<file path="config.mk">
export PLATFORM = sky130hd
export DESIGN_NAME = ff_filter_engine
export DESIGN_NICKNAME = d
export VERILOG_FILES = /design/src/rtl/ff_filter_pkg.sv /design/src/rtl/ff_rule_mem.sv /design/src/rtl/ff_prop_match.sv /design/src/rtl/ff_walk_ctl.sv /design/src/rtl/ff_filter_engine.sv
export SDC_FILE = /design/constraint.sdc
export NUM_CORES = 1
export LEC_CHECK = 0
export CAP_MARGIN = 30
export CELL_PAD_IN_SITES_DETAIL_PLACEMENT = 1
export CELL_PAD_IN_SITES_GLOBAL_PLACEMENT = 1
export CORE_UTILIZATION = 39
export DETAILED_ROUTE_END_ITERATION = 12
export PLACE_DENSITY_LB_ADDON = 0.1
export SYNTH_ARGS = -nofsm -noshare
export SYNTH_HDL_FRONTEND = slang
export SYNTH_SLANG_ARGS = --single-unit
</file>
<file path="constraint.sdc">
create_clock -name clk -period 3.84 [get_ports clk]
set_clock_uncertainty 0.15 [all_clocks]
set_input_delay 1.152 -clock clk [delete_from_list [all_inputs] [get_ports clk]]
set_output_delay 1.152 -clock clk [all_outputs]
set_load 0.05 [all_outputs]
</file>
<file path="src/rtl/ff_filter_pkg.sv">
package ff_filter_pkg;
  localparam int PID_W   = 4;
  localparam int NPROP   = 16;
  localparam int TOS_W   = 8;
  localparam logic [PID_W-1:0] PID_TOS = 4'b1010;

  typedef enum logic {
    ST_IDLE,
    ST_RUN
  } walk_state_e;

  typedef enum logic [1:0] {
    WM_EVAL     = 2'd0,
    WM_SKIP_AND = 2'd1,
    WM_SKIP_CLU = 2'd2
  } walk_mode_e;
endpackage

</file>
<file path="src/rtl/ff_rule_mem.sv">
module ff_rule_mem #(
  parameter int DEPTH = 16,
  parameter int WIDTH = 23,
  localparam int AW = $clog2(DEPTH)
) (
  input  logic             clk,
  input  logic             we,
  input  logic [AW-1:0]    waddr,
  input  logic [WIDTH-1:0] wdata,
  input  logic [AW-1:0]    raddr,
  output logic [WIDTH-1:0] rdata
);
  logic [WIDTH-1:0] mem [DEPTH];

  always_ff @(posedge clk) begin
    if (we) mem[waddr] <= wdata;
    rdata <= mem[raddr];
  end
endmodule

</file>
<file path="src/rtl/ff_prop_match.sv">
module ff_prop_match
  import ff_filter_pkg::*;
#(
  parameter int VAL_W = 16
) (
  input  logic [NPROP*VAL_W-1:0] props,
  input  logic [PID_W-1:0]       pid,
  input  logic [VAL_W-1:0]       val,
  output logic                   hit
);
  logic [NPROP-1:0] hv;

  for (genvar g = 0; g < NPROP; g++) begin : g_cmp
    if (g == int'(PID_TOS)) begin : g_tos
      assign hv[g] = (props[g*VAL_W +: TOS_W] == val[TOS_W-1:0]);
    end else begin : g_full
      assign hv[g] = (props[g*VAL_W +: VAL_W] == val);
    end
  end

  assign hit = hv[pid];
endmodule

</file>
<file path="src/rtl/ff_walk_ctl.sv">
module ff_walk_ctl
  import ff_filter_pkg::*;
#(
  parameter int DEPTH = 16,
  localparam int IDX_W = $clog2(DEPTH)
) (
  input  logic             clk,
  input  logic             rst,
  input  logic             start_i,
  input  logic             dflt_rej_i,
  input  logic             r_and_i,
  input  logic             r_cle_i,
  input  logic             r_rej_i,
  input  logic             hit_i,
  output logic             busy_o,
  output logic             load_o,
  output logic [IDX_W-1:0] rd_addr_o,
  output logic             done_o,
  output logic             reject_o,
  output logic [IDX_W-1:0] idx_o,
  output logic             by_default_o
);
  localparam logic [IDX_W-1:0] LAST = IDX_W'(DEPTH - 1);

  walk_state_e      st;
  walk_mode_e       mode, nxt_mode;
  logic [IDX_W-1:0] idx, idx_nxt;
  logic             in_clu, nxt_clu;
  logic             dec, dec_rej, dec_dflt;

  assign busy_o    = (st == ST_RUN);
  assign load_o    = (st == ST_IDLE) && start_i;
  assign idx_nxt   = idx + IDX_W'(1);
  assign rd_addr_o = (st == ST_RUN) ? idx_nxt : '0;

  always_comb begin
    dec      = 1'b0;
    dec_rej  = 1'b0;
    dec_dflt = 1'b0;
    nxt_mode = mode;
    nxt_clu  = in_clu;
    unique case (mode)
      WM_EVAL: begin
        unique case ({r_cle_i, r_and_i})
          2'b00: if (hit_i) begin dec = 1'b1; dec_rej = r_rej_i; end
          2'b01: if (!hit_i) nxt_mode = WM_SKIP_AND;
          2'b10: begin
            if (hit_i) begin dec = 1'b1; dec_rej = r_rej_i; end
            else nxt_clu = 1'b0;
          end
          default: begin
            if (in_clu) begin
              dec     = 1'b1;
              dec_rej = 1'b1;
            end else if (hit_i) begin
              nxt_clu = 1'b1;
            end else begin
              nxt_mode = WM_SKIP_CLU;
            end
          end
        endcase
      end
      WM_SKIP_AND: begin
        if (!r_and_i) begin
          nxt_mode = WM_EVAL;
          if (r_cle_i) nxt_clu = 1'b0;
        end
      end
      WM_SKIP_CLU: begin
        if (r_cle_i && !r_and_i) nxt_mode = WM_EVAL;
      end
      default: nxt_mode = WM_EVAL;
    endcase
    if (!dec && idx == LAST) begin
      dec      = 1'b1;
      dec_rej  = dflt_rej_i;
      dec_dflt = 1'b1;
    end
  end

  always_ff @(posedge clk) begin
    if (rst) begin
      st           <= ST_IDLE;
      mode         <= WM_EVAL;
      idx          <= '0;
      in_clu       <= 1'b0;
      done_o       <= 1'b0;
      reject_o     <= 1'b0;
      idx_o        <= '0;
      by_default_o <= 1'b0;
    end else begin
      done_o <= 1'b0;
      unique case (st)
        ST_IDLE: begin
          if (start_i) begin
            st     <= ST_RUN;
            idx    <= '0;
            mode   <= WM_EVAL;
            in_clu <= 1'b0;
          end
        end
        default: begin
          if (dec) begin
            st           <= ST_IDLE;
            done_o       <= 1'b1;
            reject_o     <= dec_rej;
            idx_o        <= idx;
            by_default_o <= dec_dflt;
          end else begin
            idx    <= idx_nxt;
            mode   <= nxt_mode;
            in_clu <= nxt_clu;
          end
        end
      endcase
    end
  end

  AST_DONE_PULSE: assert property (@(posedge clk) disable iff (rst)
    done_o |=> !done_o);
  AST_RULE_STEP: assert property (@(posedge clk) disable iff (rst)
    (busy_o && !dec) |=> (busy_o && idx == IDX_W'($past(idx) + 1'b1)));
  AST_DONE_IDLE: assert property (@(posedge clk) disable iff (rst)
    done_o |-> !busy_o);
  AST_DEFAULT_LAST: assert property (@(posedge clk) disable iff (rst)
    (done_o && by_default_o) |-> (idx_o == LAST));
  AST_NESTED_REJECT: assert property (@(posedge clk) disable iff (rst)
    (busy_o && mode == WM_EVAL && r_cle_i && r_and_i && in_clu)
      |=> (done_o && reject_o && !by_default_o));
endmodule

</file>
<file path="src/rtl/ff_filter_engine.sv">
module ff_filter_engine
  import ff_filter_pkg::*;
#(
  parameter int DEPTH = 16,
  parameter int VAL_W = 16,
  localparam int IDX_W  = $clog2(DEPTH),
  localparam int RULE_W = VAL_W + PID_W + 3
) (
  input  logic                   clk,
  input  logic                   rst,
  input  logic                   rule_we_i,
  input  logic [IDX_W-1:0]       rule_addr_i,
  input  logic                   rule_and_i,
  input  logic                   rule_cle_i,
  input  logic                   rule_rej_i,
  input  logic [PID_W-1:0]       rule_pid_i,
  input  logic [VAL_W-1:0]       rule_val_i,
  input  logic                   dflt_we_i,
  input  logic                   dflt_rej_i,
  input  logic                   start_i,
  input  logic [NPROP*VAL_W-1:0] props_i,
  output logic                   busy_o,
  output logic                   done_o,
  output logic                   reject_o,
  output logic [IDX_W-1:0]       rule_idx_o,
  output logic                   by_default_o
);
  logic [RULE_W-1:0]      wr_word, rd_word;
  logic [IDX_W-1:0]       rd_addr;
  logic                   mem_we, load, hit, dflt_q;
  logic [NPROP*VAL_W-1:0] props_q;

  assign wr_word = {rule_and_i, rule_cle_i, rule_rej_i, rule_pid_i, rule_val_i};
  assign mem_we  = rule_we_i && !busy_o;

  ff_rule_mem #(.DEPTH(DEPTH), .WIDTH(RULE_W)) u_mem (
    .clk   (clk),
    .we    (mem_we),
    .waddr (rule_addr_i),
    .wdata (wr_word),
    .raddr (rd_addr),
    .rdata (rd_word)
  );

  always_ff @(posedge clk) begin
    if (rst) begin
      dflt_q  <= 1'b0;
      props_q <= '0;
    end else begin
      if (dflt_we_i && !busy_o) dflt_q <= dflt_rej_i;
      if (load) props_q <= props_i;
    end
  end

  ff_prop_match #(.VAL_W(VAL_W)) u_match (
    .props (props_q),
    .pid   (rd_word[VAL_W +: PID_W]),
    .val   (rd_word[VAL_W-1:0]),
    .hit   (hit)
  );

  ff_walk_ctl #(.DEPTH(DEPTH)) u_ctl (
    .clk          (clk),
    .rst          (rst),
    .start_i      (start_i),
    .dflt_rej_i   (dflt_q),
    .r_and_i      (rd_word[RULE_W-1]),
    .r_cle_i      (rd_word[RULE_W-2]),
    .r_rej_i      (rd_word[RULE_W-3]),
    .hit_i        (hit),
    .busy_o       (busy_o),
    .load_o       (load),
    .rd_addr_o    (rd_addr),
    .done_o       (done_o),
    .reject_o     (reject_o),
    .idx_o        (rule_idx_o),
    .by_default_o (by_default_o)
  );

  AST_PROPS_HELD: assert property (@(posedge clk) disable iff (rst)
    (busy_o && $past(busy_o)) |-> $stable(props_q));
endmodule

</file>
Word level (Yosys, flattened, before mapping). Memories as Yosys holds them, arrays and structs flattened. A register that Yosys moved wholly into a read port is not among the register bits. Cells that the tools add are included.

Memories kept: 1. Output and inout port bits: 8. Register bits: 272. Memory bits (writable): 368.

Memory list: u_mem.mem (depth 16, bits a word 23, rd ports 1, clocked after Yosys merged registers in 1, write ports 1, RTL line ff_rule_mem.sv:13) `logic [WIDTH-1:0] mem [DEPTH];`.

$add $sub $neg: 1. Reductions and logical operators: 18. $lt $le $gt $ge: 1. Bitwise operators: 1. Equality and inequality tests: 31. Mux-type cells: 41.

Operators by type and width (number): 16-bit == test (15); 1-bit two-way mux (22); 3-bit != test, second input constant (7); 2-bit two-way mux (8); 4-bit two-way mux (4); 7-bit AND reduction (2); 8-bit == test (1); 4-bit != test, second input constant (2); 1-bit case mux with 2 select lines (4); 2-bit case mux with 3 select lines (1); 2-bit OR reduction (3); 1-bit logical AND (5); 4-bit by 5-bit < comparator with 1-bit output, second input constant (1); 4-bit by 1-bit adder with 4-bit output, second input constant (1); 1-bit binary-select mux with 4-bit select (1); 2-bit by 1-bit == test with 1-bit output, second input constant (2); 2-bit == test, second input constant (2); 4-bit == test, second input constant (1); 2-bit logical NOT (2); 2-bit case mux with 2 select lines (1); 2-bit AND reduction (2); 1-bit logical NOT (3); 2-bit != test, second input constant (1); 2-bit nonzero test (1); 1-bit inverter (1).

Logic depth before layout (Yosys ltp). Gate-level depths: netlist of the first run.

Word-level depth: 11. Gate-level depth with buffers: 11. Mapped depth without buffers: 9.

By module. A second synthesis of the first run with hierarchy kept.

Cell total of the unflattened synthesis: 1924. Area, all modules: 27696.6 µm².

Modules (own cells, without submodules): ff_rule_mem (area each 14308.7 µm², sequential area each 11511.0 µm², instances 1, cells an instance 608); ff_filter_engine (area each 9399.0 µm², sequential area each 5144.9 µm², instances 1, cells an instance 832); ff_prop_match (area each 3080.5 µm², sequential area each 0.0 µm², instances 1, cells an instance 384); ff_walk_ctl (area each 908.4 µm², sequential area each 300.3 µm², instances 1, cells an instance 100).

Worst setup path after synthesis of the first run. OpenSTA, ideal clock, no wires.

Path kind: input to register. Start point: input rule_we_i. End point: memory u_mem.mem[2][0] (enable). Slack: -0.049 ns. Arrival time: 3.307 ns. Setup time: 0.432 ns. Stages: 3. Required time: 3.258 ns. Cell sequence: nand2_1 -> or3b_2 -> nor3_1.

Longest elaborated chain between the ends: 3.

Ends and longest elaborated chain: from (decl) (RTL line ff_filter_engine.sv:11) `input logic rule_we_i,`; 1-bit logical AND (RTL line ff_filter_engine.sv:34) `assign mem_we = rule_we_i && !busy_o;`; 1-bit two-way mux (RTL line ff_rule_mem.sv:16) `if (we) mem[waddr] <= wdata;`; 1-bit two-way mux (implied by the code) (RTL line ff_rule_mem.sv:16); to (decl) (RTL line ff_rule_mem.sv:13).

No other way between the ends.

Final worst setup path of the first run.
Start point: register u_mem.rdata[3] (read register of u_mem.mem). End point: register u_ctl.reject_o.

Longest elaborated chain between the ends: 10. Elaborated cells between the ends (all ways): 29. Classes of those cells: eq/ne (16); mux (10); reduce/logical (3).

Ends and longest elaborated chain: from (decl) (RTL line ff_rule_mem.sv:11) `output logic [WIDTH-1:0] rdata`; 16-bit == test or 8-bit == test (tied branches) (RTL line ff_prop_match.sv:17, ff_prop_match.sv:15); 1-bit binary-select mux with 4-bit select (*) (RTL line ff_prop_match.sv:21) `assign hit = hv[pid];`; 1-bit two-way mux (implied by the code) (*) (RTL line ff_prop_match.sv:21); 1-bit two-way mux (RTL line ff_walk_ctl.sv:45, ff_walk_ctl.sv:48); 1-bit case mux with 2 select lines (RTL line ff_walk_ctl.sv:44) `unique case ({r_cle_i, r_and_i})`; 1-bit two-way mux (RTL line ff_walk_ctl.sv:42) `unique case (mode)`; 1-bit logical NOT (RTL line ff_walk_ctl.sv:74) `if (!dec && idx == LAST) begin`; 1-bit logical AND (RTL line ff_walk_ctl.sv:74); 1-bit two-way mux (RTL line ff_walk_ctl.sv:74); 2-bit AND reduction (no line); to (signal assigned) (RTL line ff_walk_ctl.sv:106) `reject_o <= dec_rej;`; to (decl) (RTL line ff_walk_ctl.sv:19) `output logic reject_o,`.

Mark *: on every way between the ends. The rest lies on a longest branch, timed or not. The select of a mux whose other input is x is not followed. A chain may end at the register's enable or synchronous reset.

==> impl_results.md, run 1 <==
* Dpl cells at ~3600
* Fin Setup TNS at 0 ns
* Full die area at a little over 70000 um^2
* IO Port Bufs at about 290
* RSZ-0062 raised after global routing: false
* Total number of vias at ~19000
* Cell Chain, Critical Path: buf_4 > xor2_1 > nor4_1 > nand3_1 > nor4_1 > o21ai_1 > a32oi_4 > mux2i_1 > nor2_1 > a2111oi_2
* Synth Flop Type: edfxtp_1
* Vias in the first global route at between 20000 and 25000
* Syn Area/Cell at ~11 um^2
* Top cell by count, worst path: nor4_1
* Post-CTS sizing at 0
* DR DRC count at 0
* Ratio of cells with drive above 1 in the final layout at 8.43%
* WP buf/inv at 1
* Fin. max-slew vios at 0
* Die width at approximately 270 um
* Gpl congestion at a little under 0.8
* Initial antenna violation count at 6
* Mapped Area at about 27000 um^2
* GRT Util Overall at approximately a quarter
* I/O pins at ~300
* Power per cell area at roughly 490 nW/um^2
* Final min period at between 3 and 4 ns
* Length of the first detailed-routing pass in iterations at 5
* Largest net degree at the start of global routing at approximately 140
* Root Buffer: clkbuf_16
* Tightest Hold Check Type: register to register
* Slew HR at between 40 and 50%
* Asr flop ratio synth at 0%
* Worst Max-Slew Pin Slew at between 0.8 and 0.9 ns
* Hold Buf Count CTS at 0
* Crit end category: register
* # Max-Cap Violations at 0
* Post-DR vias/cell at ~5.2
* Cells after Synth at around 2400
* Ys Warns at 0
* Crit path kind: register to register
* First-pass GRT wire length at between 100000 and 150000 um
* Total leakage power at between 10 and 15 nW
* CP arrival at approximately 3.7 ns
* Global route total overflow at 0
* Hpwl dp at around 53000 um
* Final #Nets at approximately 3000
* Seq cells post-synth at between 600 and 700
* Initial core utilization at 39.6%
* DRT antenna net count at 0
* Synth unique cells at 51
* # H-tree levels at 3
* Clk sinks at 655
* Peak supply drop at about 0.00036 V
* Reg clk slew, reported paths at 0.06 ns
* Maximum clock path buffer count at 3
* Achievable Freq at 0.302 GHz
* Post-Route WL at 84300 um
* Post-synthesis sequential area ratio at between 60 and 70%
* Slowest stage delay, CP at a little under 0.5 ns
* Num CTS Buffers at 73
* Initial drt markers at ~1100
* Crit path max-delay family: simple AND/OR/NAND/NOR gates
* Crit path launch type: register
* Area Growth Syn to Fin at 24.3%
* CTS tree: yes
* Vert. Die Dim at 266 um
* EDFF count, synth at about 370
* FP Rows at between 90 and 100
* Drt wl/cell at between 20 and 25 um
* Core footprint at 68900 um^2
* Critical path's slowest cell: nor4_1
* Syn nets at approximately 2700
* Status: finished, final reports clean
* Worst-Skew Late Latency at a little over 0.6 ns
* Non-filler cells, final at approximately 3700
* Post-CTS setup buffer count at 0
* Critical path fanouts, max at 16
* Crit share post-route at ~86%
* Critical Path RT at around 4.2 ns
* Final Hold Viols at 0
* Final setup fails at 0
## flip-flops by register name, indices dropped and copies added, names as in the netlist, 2 cells and up
signal	cells
u_mem.rdata	23
u_ctl.mode	2
props_q	248
u_mem.mem	368
u_ctl.idx	4
u_ctl.idx_o	4
## power by group
part / leakage, nW / total, mW / switching [mW] / internal (mW)
clock: 1.12 / 6.75 / 2.81 / 3.94
sequential: 5.68 / 7.82 / 0.168 / 7.65
combinational: 5.29 / 2.21 / 1.28 / 0.939
total: 12.1 / 16.8 / 4.25 / 12.5
## final timing paths
path                        startpoint                           to  slack (ns)  cells after the start
max             u_mem.rdata[3]$_DFF_P_  u_ctl.reject_o$_SDFFE_PP0P_        0.53                     10
min          props_q[255]$_SDFFE_PP0P_    props_q[255]$_SDFFE_PP0P_        0.32                      2
max reg2reg     u_mem.rdata[3]$_DFF_P_  u_ctl.reject_o$_SDFFE_PP0P_        0.53                     10
min reg2reg  props_q[255]$_SDFFE_PP0P_    props_q[255]$_SDFFE_PP0P_        0.32                      2
## synthesized netlist by cell type (2+ instances only)
cell | instances | area, um^2
nand2_1 | 607 | 2280
edfxtp_1 | 368 | 11100
dfxtp_1 | 287 | 5750
a21oi_1 | 275 | 1380
xor2_1 | 166 | 1450
clkbuf_1 | 128 | 480
mux2i_1 | 102 | 1020
xnor2_1 | 83 | 727
a211oi_1 | 70 | 526
nor2b_1 | 55 | 344
nor2_1 | 33 | 124
nor4_1 | 33 | 206
a31oi_1 | 26 | 163
nand4_1 | 26 | 163
a311oi_1 | 23 | 201
mux4_2 | 23 | 518
nor3_1 | 22 | 110
buf_2 | 18 | 90.1
nand3_1 | 16 | 80.1
buf_6 | 14 | 158
buf_1 | 9 | 33.8
nand3b_1 | 4 | 30.0
o21ai_0 | 4 | 20.0
inv_1 | 3 | 11.3
nand2b_1 | 3 | 18.8
o22ai_1 | 3 | 18.8
buf_4 | 2 | 15.0
buf_8 | 2 | 30.0
o21ai_1 | 2 | 10.0
o2bb2ai_1 | 2 | 17.5
or4_1 | 2 | 15.0
## cells by family after synthesis
family | share of synthesized area, %
XOR/XNOR | 8.06
flip-flops | 61.6
AO/OA/AOI/OAI | 9.06
buffers and inverters | 3.01
AND/OR/NAND/NOR | 12.5
multiplexers | 5.70
adder cells (fa/ha/maj) | 0.0459
## tightest hold or removal path, delay by kind of cell, from the launching register on
family / cells / cell delay (ns)
AO/OA/AOI/OAI: 1 / 0.05
flip-flops: 1 / 0.32
AND/OR/NAND/NOR: 1 / 0.05
## metal layers
metal / track usage [%] / share of wire [%] / up-vias
li1: - / - / 9064
met1: 30.0 / 43 / 9715
met2: 41.7 / 50 / 363
met3: 3.84 / 4.4 / 120
met4: 6.26 / 2.2 / 10
met5: 0 / 0.068 / -
## cell type report
cell class                 instances  area [um^2]
fill                            7299        35000
inverter                           4         15.0
clock inverter                    20          233
timing repair buffer             362         3850
antenna                            4         10.0
tap                              931         1160
sequential                       655        16800
clock buffer                     111         2070
multi-input combinational       1599         9760
## per-stage QoR
| step | cell area, um^2 | total power [mW] | utilization [%] | setup WS, ns | hold slack [ns] |
|---|---|---|---|---|---|
| after floorplan | 27300 | 9.20 | - | 0.0690 | 0.298 |
| after global placement | 31600 | 10.1 | 45.8 | 0.616 | 0.304 |
| after detailed placement | 31600 | 10.2 | 45.8 | 0.561 | 0.313 |
| after CTS | 33900 | 17.0 | 49.2 | 0.528 | 0.321 |
| after global routing | 33900 | 17.4 | 49.2 | 0.356 | 0.333 |
| final | 33900 | 16.8 | 49.2 | 0.527 | 0.318 |
## cells in the final DEF, fill, tap and decap left out, types with 41 or more instances in the layout
| cell | count |
|---|---|
| nand2_1 | 604 |
| edfxtp_1 | 368 |
| clkdlybuf4s50_1 | 287 |
| dfxtp_1 | 286 |
| a21oi_1 | 275 |
| xor2_1 | 166 |
| mux2i_1 | 102 |
| xnor2_1 | 83 |
| clkbuf_16 | 75 |
| a211oi_1 | 70 |
| nor2b_1 | 54 |
| buf_4 | 41 |
Note: power is estimated with default switching activity, not from simulation.
==> run 2, diff against run 1 <==
- ABC_AREA: not set -> 1
==> run 2 against run 1 <==
Net effect: sequential share of layout area down 0.58 points; setup slack worse by 0.29 ns; sequential cell count unchanged; non-clock buffer count down 3; die area up 2.3%; total power up 10%; register-to-register slack better by 0.12 ns; global-route usage up 3.6 points; critical endpoint is now busy_o; largest cell class unchanged.
==> impl_results.md, run 2 <==
* Final Hold Viols at 0 (unchanged)
* Mux contribution to synthesized area at 0% (was 5.70%)
* Non-filler cells, final at 4269 (was 3686)
* Post-Synth Adder-Cell Area at 0.0448% (was 0.0459%)
* DR DRC count at 0 (unchanged)
* Maximum clock path buffer count at 3 (unchanged)
* Synth unique cells at 31 (was 51)
* Final setup fails at 0 (unchanged)
* Synth top cells by count: 617 x nor2_1, 471 x o21ai_0, 467 x nand2_1 (was 607 x nand2_1, 368 x edfxtp_1, 287 x dfxtp_1)
* Gpl congestion at 0.833 (was 0.796)
* Mapped Area at 27900 um^2 (was 27300 um^2)
* Commonest non-fill, non-tap cell in the layout: nor2_1 (was nand2_1)
* Hpwl dp at 62600 um (was 52900 um)
* Reg2Reg Setup Slack at 0.65 ns (was 0.53 ns)
* Cell with the most instances after synthesis: nor2_1 (was nand2_1)
* Largest net degree at the start of global routing at 186 (was 144)
* Peak supply drop at 0.000399 V (was 0.000361 V)
* Tightest Hold Check Type: register to register (unchanged)
* Clock power share at 36.9% (was 40.2%)
* Final #Nets at 3566 (was 2985)
* WP buf/inv at 1 (unchanged)
* IO Port Bufs at 288 (unchanged)
* Die width at 269 um (was 266 um)
* Crit share post-route at 93.9% (was 86.3%)
* Critical Path RT at 2.54 ns (was 4.19 ns)
* Final min period at 3.61 ns (was 3.31 ns)
* Post-Synth XOR/XNOR Area at 2.92% (was 8.06%)
* Ys Warns at 0 (unchanged)
* Psw at 5.58 mW (was 4.25 mW)
* Initial antenna violation count at 8 (was 6)
* Design internal power at 12.9 mW (was 12.5 mW)
* Worst Max-Slew Pin Slew at 0.893 ns (was 0.858 ns)
* Status: finished, final reports clean (unchanged)
* Fin util at 48.7% (was 49.2%)
* Achievable Freq at 0.277 GHz (was 0.302 GHz)
* Crit end category: output port (was register)
* Synth Flop Type: edfxtp_1 (unchanged)
* Synth area leaders: edfxtp_1 40%, dfxtp_1 21%, o21ai_0 8.4% (was edfxtp_1 41%, dfxtp_1 21%, nand2_1 8.4%)
* Largest family of logic cells by synthesized area: simple AND/OR/NAND/NOR gates (unchanged)
* Reg power frac at 43.6% (was 46.6%)
* Initial drt markers at 1544 (was 1066)
* Total leakage power at 12.9 nW (was 12.1 nW)
* Post-CTS sizing at 0 (unchanged)
* WHS at 0.321 ns (was 0.318 ns)
* Drt wl/cell at 23.5 um (was 22.9 um)
* Final Cell Area at 34300 um^2 (was 33900 um^2)
* Fin. max-slew vios at 0 (unchanged)
* Power per cell area at 540 nW/um^2 (was 495 nW/um^2)
* EDFF count, synth at 368 (unchanged)
* Slew HR at 40.5% (was 42.8%)
* CP arrival at 2.30 ns (was 3.66 ns)
* Critical path fanouts, max at 12 (was 16)
* Root Buffer: clkbuf_16 (unchanged)
* # H-tree levels at 3 (unchanged)
* Seq cells post-synth at 655 (unchanged)
* Crit path max-delay family: buffers and inverters (was simple AND/OR/NAND/NOR gates)
* Total number of vias at 23000 (was 19300)
* Post-synthesis simple-gate area fraction at 16.7% (was 12.5%)
* Cell Chain, Critical Path: clkdlybuf4s50_1 (was buf_4 > xor2_1 > nor4_1 > nand3_1 > nor4_1 > o21ai_1 > a32oi_4 > mux2i_1 > nor2_1 > a2111oi_2)
* Top Registers: u_mem.mem x368, props_q x248, u_mem.rdata x23 (unchanged)
* Clk sinks at 655 (unchanged)
* Global route total overflow at 0 (unchanged)
* # Max-Cap Violations at 0 (unchanged)
* Reg clk slew, reported paths at 0.06 ns (about the same)
* Syn Area/Cell at 9.18 um^2 (was 11.2 um^2)
* Area Growth Syn to Fin at 23.0% (was 24.3%)
* Fin Setup TNS at 0 ns (unchanged)
* Syn nets at 3330 (was 2721)
* Slowest stage delay, CP at 0.93 ns (was 0.49 ns)
* Vert. Die Dim at 269 um (was 266 um)
* Worst-Skew Late Latency at 0.63 ns (was 0.61 ns)
* Post-CTS setup buffer count at 0 (unchanged)
* Full die area at 72600 um^2 (was 71000 um^2)
* Num CTS Buffers at 73 (unchanged)
* DRT antenna net count at 0 (unchanged)
* First-pass GRT wire length at 149000 um (was 125000 um)
* Post-Route WL at 100000 um (was 84300 um)
* Crit path kind: register to output port (was register to register)
* Largest register by flop count: u_mem.mem (unchanged)
* Most frequent cells in the layout: 598 x nor2_1, 471 x o21ai_0, 466 x nand2_1 (was 604 x nand2_1, 368 x edfxtp_1, 287 x clkdlybuf4s50_1)
* Vias in the first global route at 24400 (was 20200)
* Core footprint at 70400 um^2 (was 68900 um^2)
* Synth top area share at 39.6% (was 40.5%)
* RSZ-0062 raised after global routing: false (unchanged)
* Yosys top cell by area: edfxtp_1 (unchanged)
* FP Rows at 97 (was 96)
* Asr flop ratio synth at 0% (unchanged)
* Complex-gate fraction of the synthesized area at 14.4% (was 9.06%)
* GRT Util Overall at 27.3% (was 23.7%)
* Crit path launch type: register (unchanged)
* Largest register FFs at 368 (unchanged)
* Length of the first detailed-routing pass in iterations at 5 (unchanged)
* Critical path's slowest cell: clkdlybuf4s50_1 (was nor4_1)
* Ratio of cells with drive above 1 in the final layout at 6.55% (was 8.43%)
* Comb power frac at 19.5% (was 13.2%)
* Initial core utilization at 39.6% (about the same)
* Dpl cells at 4141 (was 3551)
* CTS tree: yes (unchanged)
* Sw Ratio at 30.1% (was 25.3%)
* Cells after Synth at 3040 (was 2431)
* Post-DR vias/cell at 5.39 (was 5.23)
* Dpl cell area at 32000 um^2 (was 31600 um^2)
* Hold Buf Count CTS at 0 (unchanged)
* Post-synthesis sequential area ratio at 60.2% (was 61.6%)
* I/O pins at 297 (unchanged)
==> run 2: cell count changes in the layout (fill, tap and decap cells not counted), sizes merged, moves of 70 or more <==
cell | previous run | this run
mux2i | 102 | 0
a211oi | 70 | 0
inv | 3 | 170
o21ai | 6 | 491
nand2 | 607 | 474
xnor2 | 83 | 8
a21oi | 276 | 139
xor2 | 167 | 85
nand3 | 16 | 86
nor2 | 34 | 617
o221ai | 0 | 81
==> run 2: power groups by stage <==
stage | combinational (mW) | clock [mW] | sequential [mW]
global placement | 3.47 | 0 | 8.18
detailed placement | 3.58 | 0 | 8.21
global route | 3.93 | 7.19 | 8.10
CTS | 3.61 | 6.94 | 8.06
finish | 3.61 | 6.84 | 8.07
floorplan | 2.13 | 0 | 8.11
==> run 2: cells by family after synthesis <==
family	after synthesis
AND/OR/NAND/NOR	1192
flip-flops	655
AO/OA/AOI/OAI	732
adder cells (fa/ha/maj)	1
XOR/XNOR	93
buffers and inverters	367
==> run 2: worst min-delay path, cell delays in order, from the launching register on <==
cell     delay (ns)
dfxtp_1        0.31
inv_1          0.06
a21oi_1        0.05
==> run 2: area by class of cell <==
type / count / area [um^2]
Clock inverter: 21 / 223
Tap cell: 940 / 1180
Fill cell: 7894 / 36100
Multi-Input combinational cell: 2018 / 9570
Sequential cell: 655 / 16800
Antenna cell: 3 / 7.51
Timing Repair Buffer: 359 / 3810
Inverter: 169 / 652
Clock buffer: 104 / 2080
==> run 2: final timing paths <==
path,start,end,depth (start not counted)
setup / recovery,u_ctl.busy_o$_SDFF_PP0_,busy_o,1
hold / removal,props_q[28]$_SDFFE_PP0P_,props_q[28]$_SDFFE_PP0P_,2
setup reg to reg,u_mem.rdata[8]$_DFF_P_,u_ctl.in_clu$_SDFFE_PP0P_,17
hold reg to reg,props_q[28]$_SDFFE_PP0P_,props_q[28]$_SDFFE_PP0P_,2
==> run 2: through the flow <==
stage	setup slack, ns	total power, mW
3_5_place_dp	0.490	11.8
3_3_place_gp	0.542	11.7
5_1_grt	0.115	19.2
6_report	0.235	18.5
2_1_floorplan	0.790	10.2
4_1_cts	0.188	18.6
==> run 2: metal layers <==
metal / track usage (%) / up-vias / routed length [um] / part of all wire [%]
met4: 10.0 / 2 / 3420 / 3.4
met1: 33.7 / 11500 / 42300 / 42
met2: 48.3 / 594 / 50600 / 50
met5: 0 / - / 13 / 0.013
met3: 3.70 / 188 / 4170 / 4.2
li1: - / 10700 / - / -
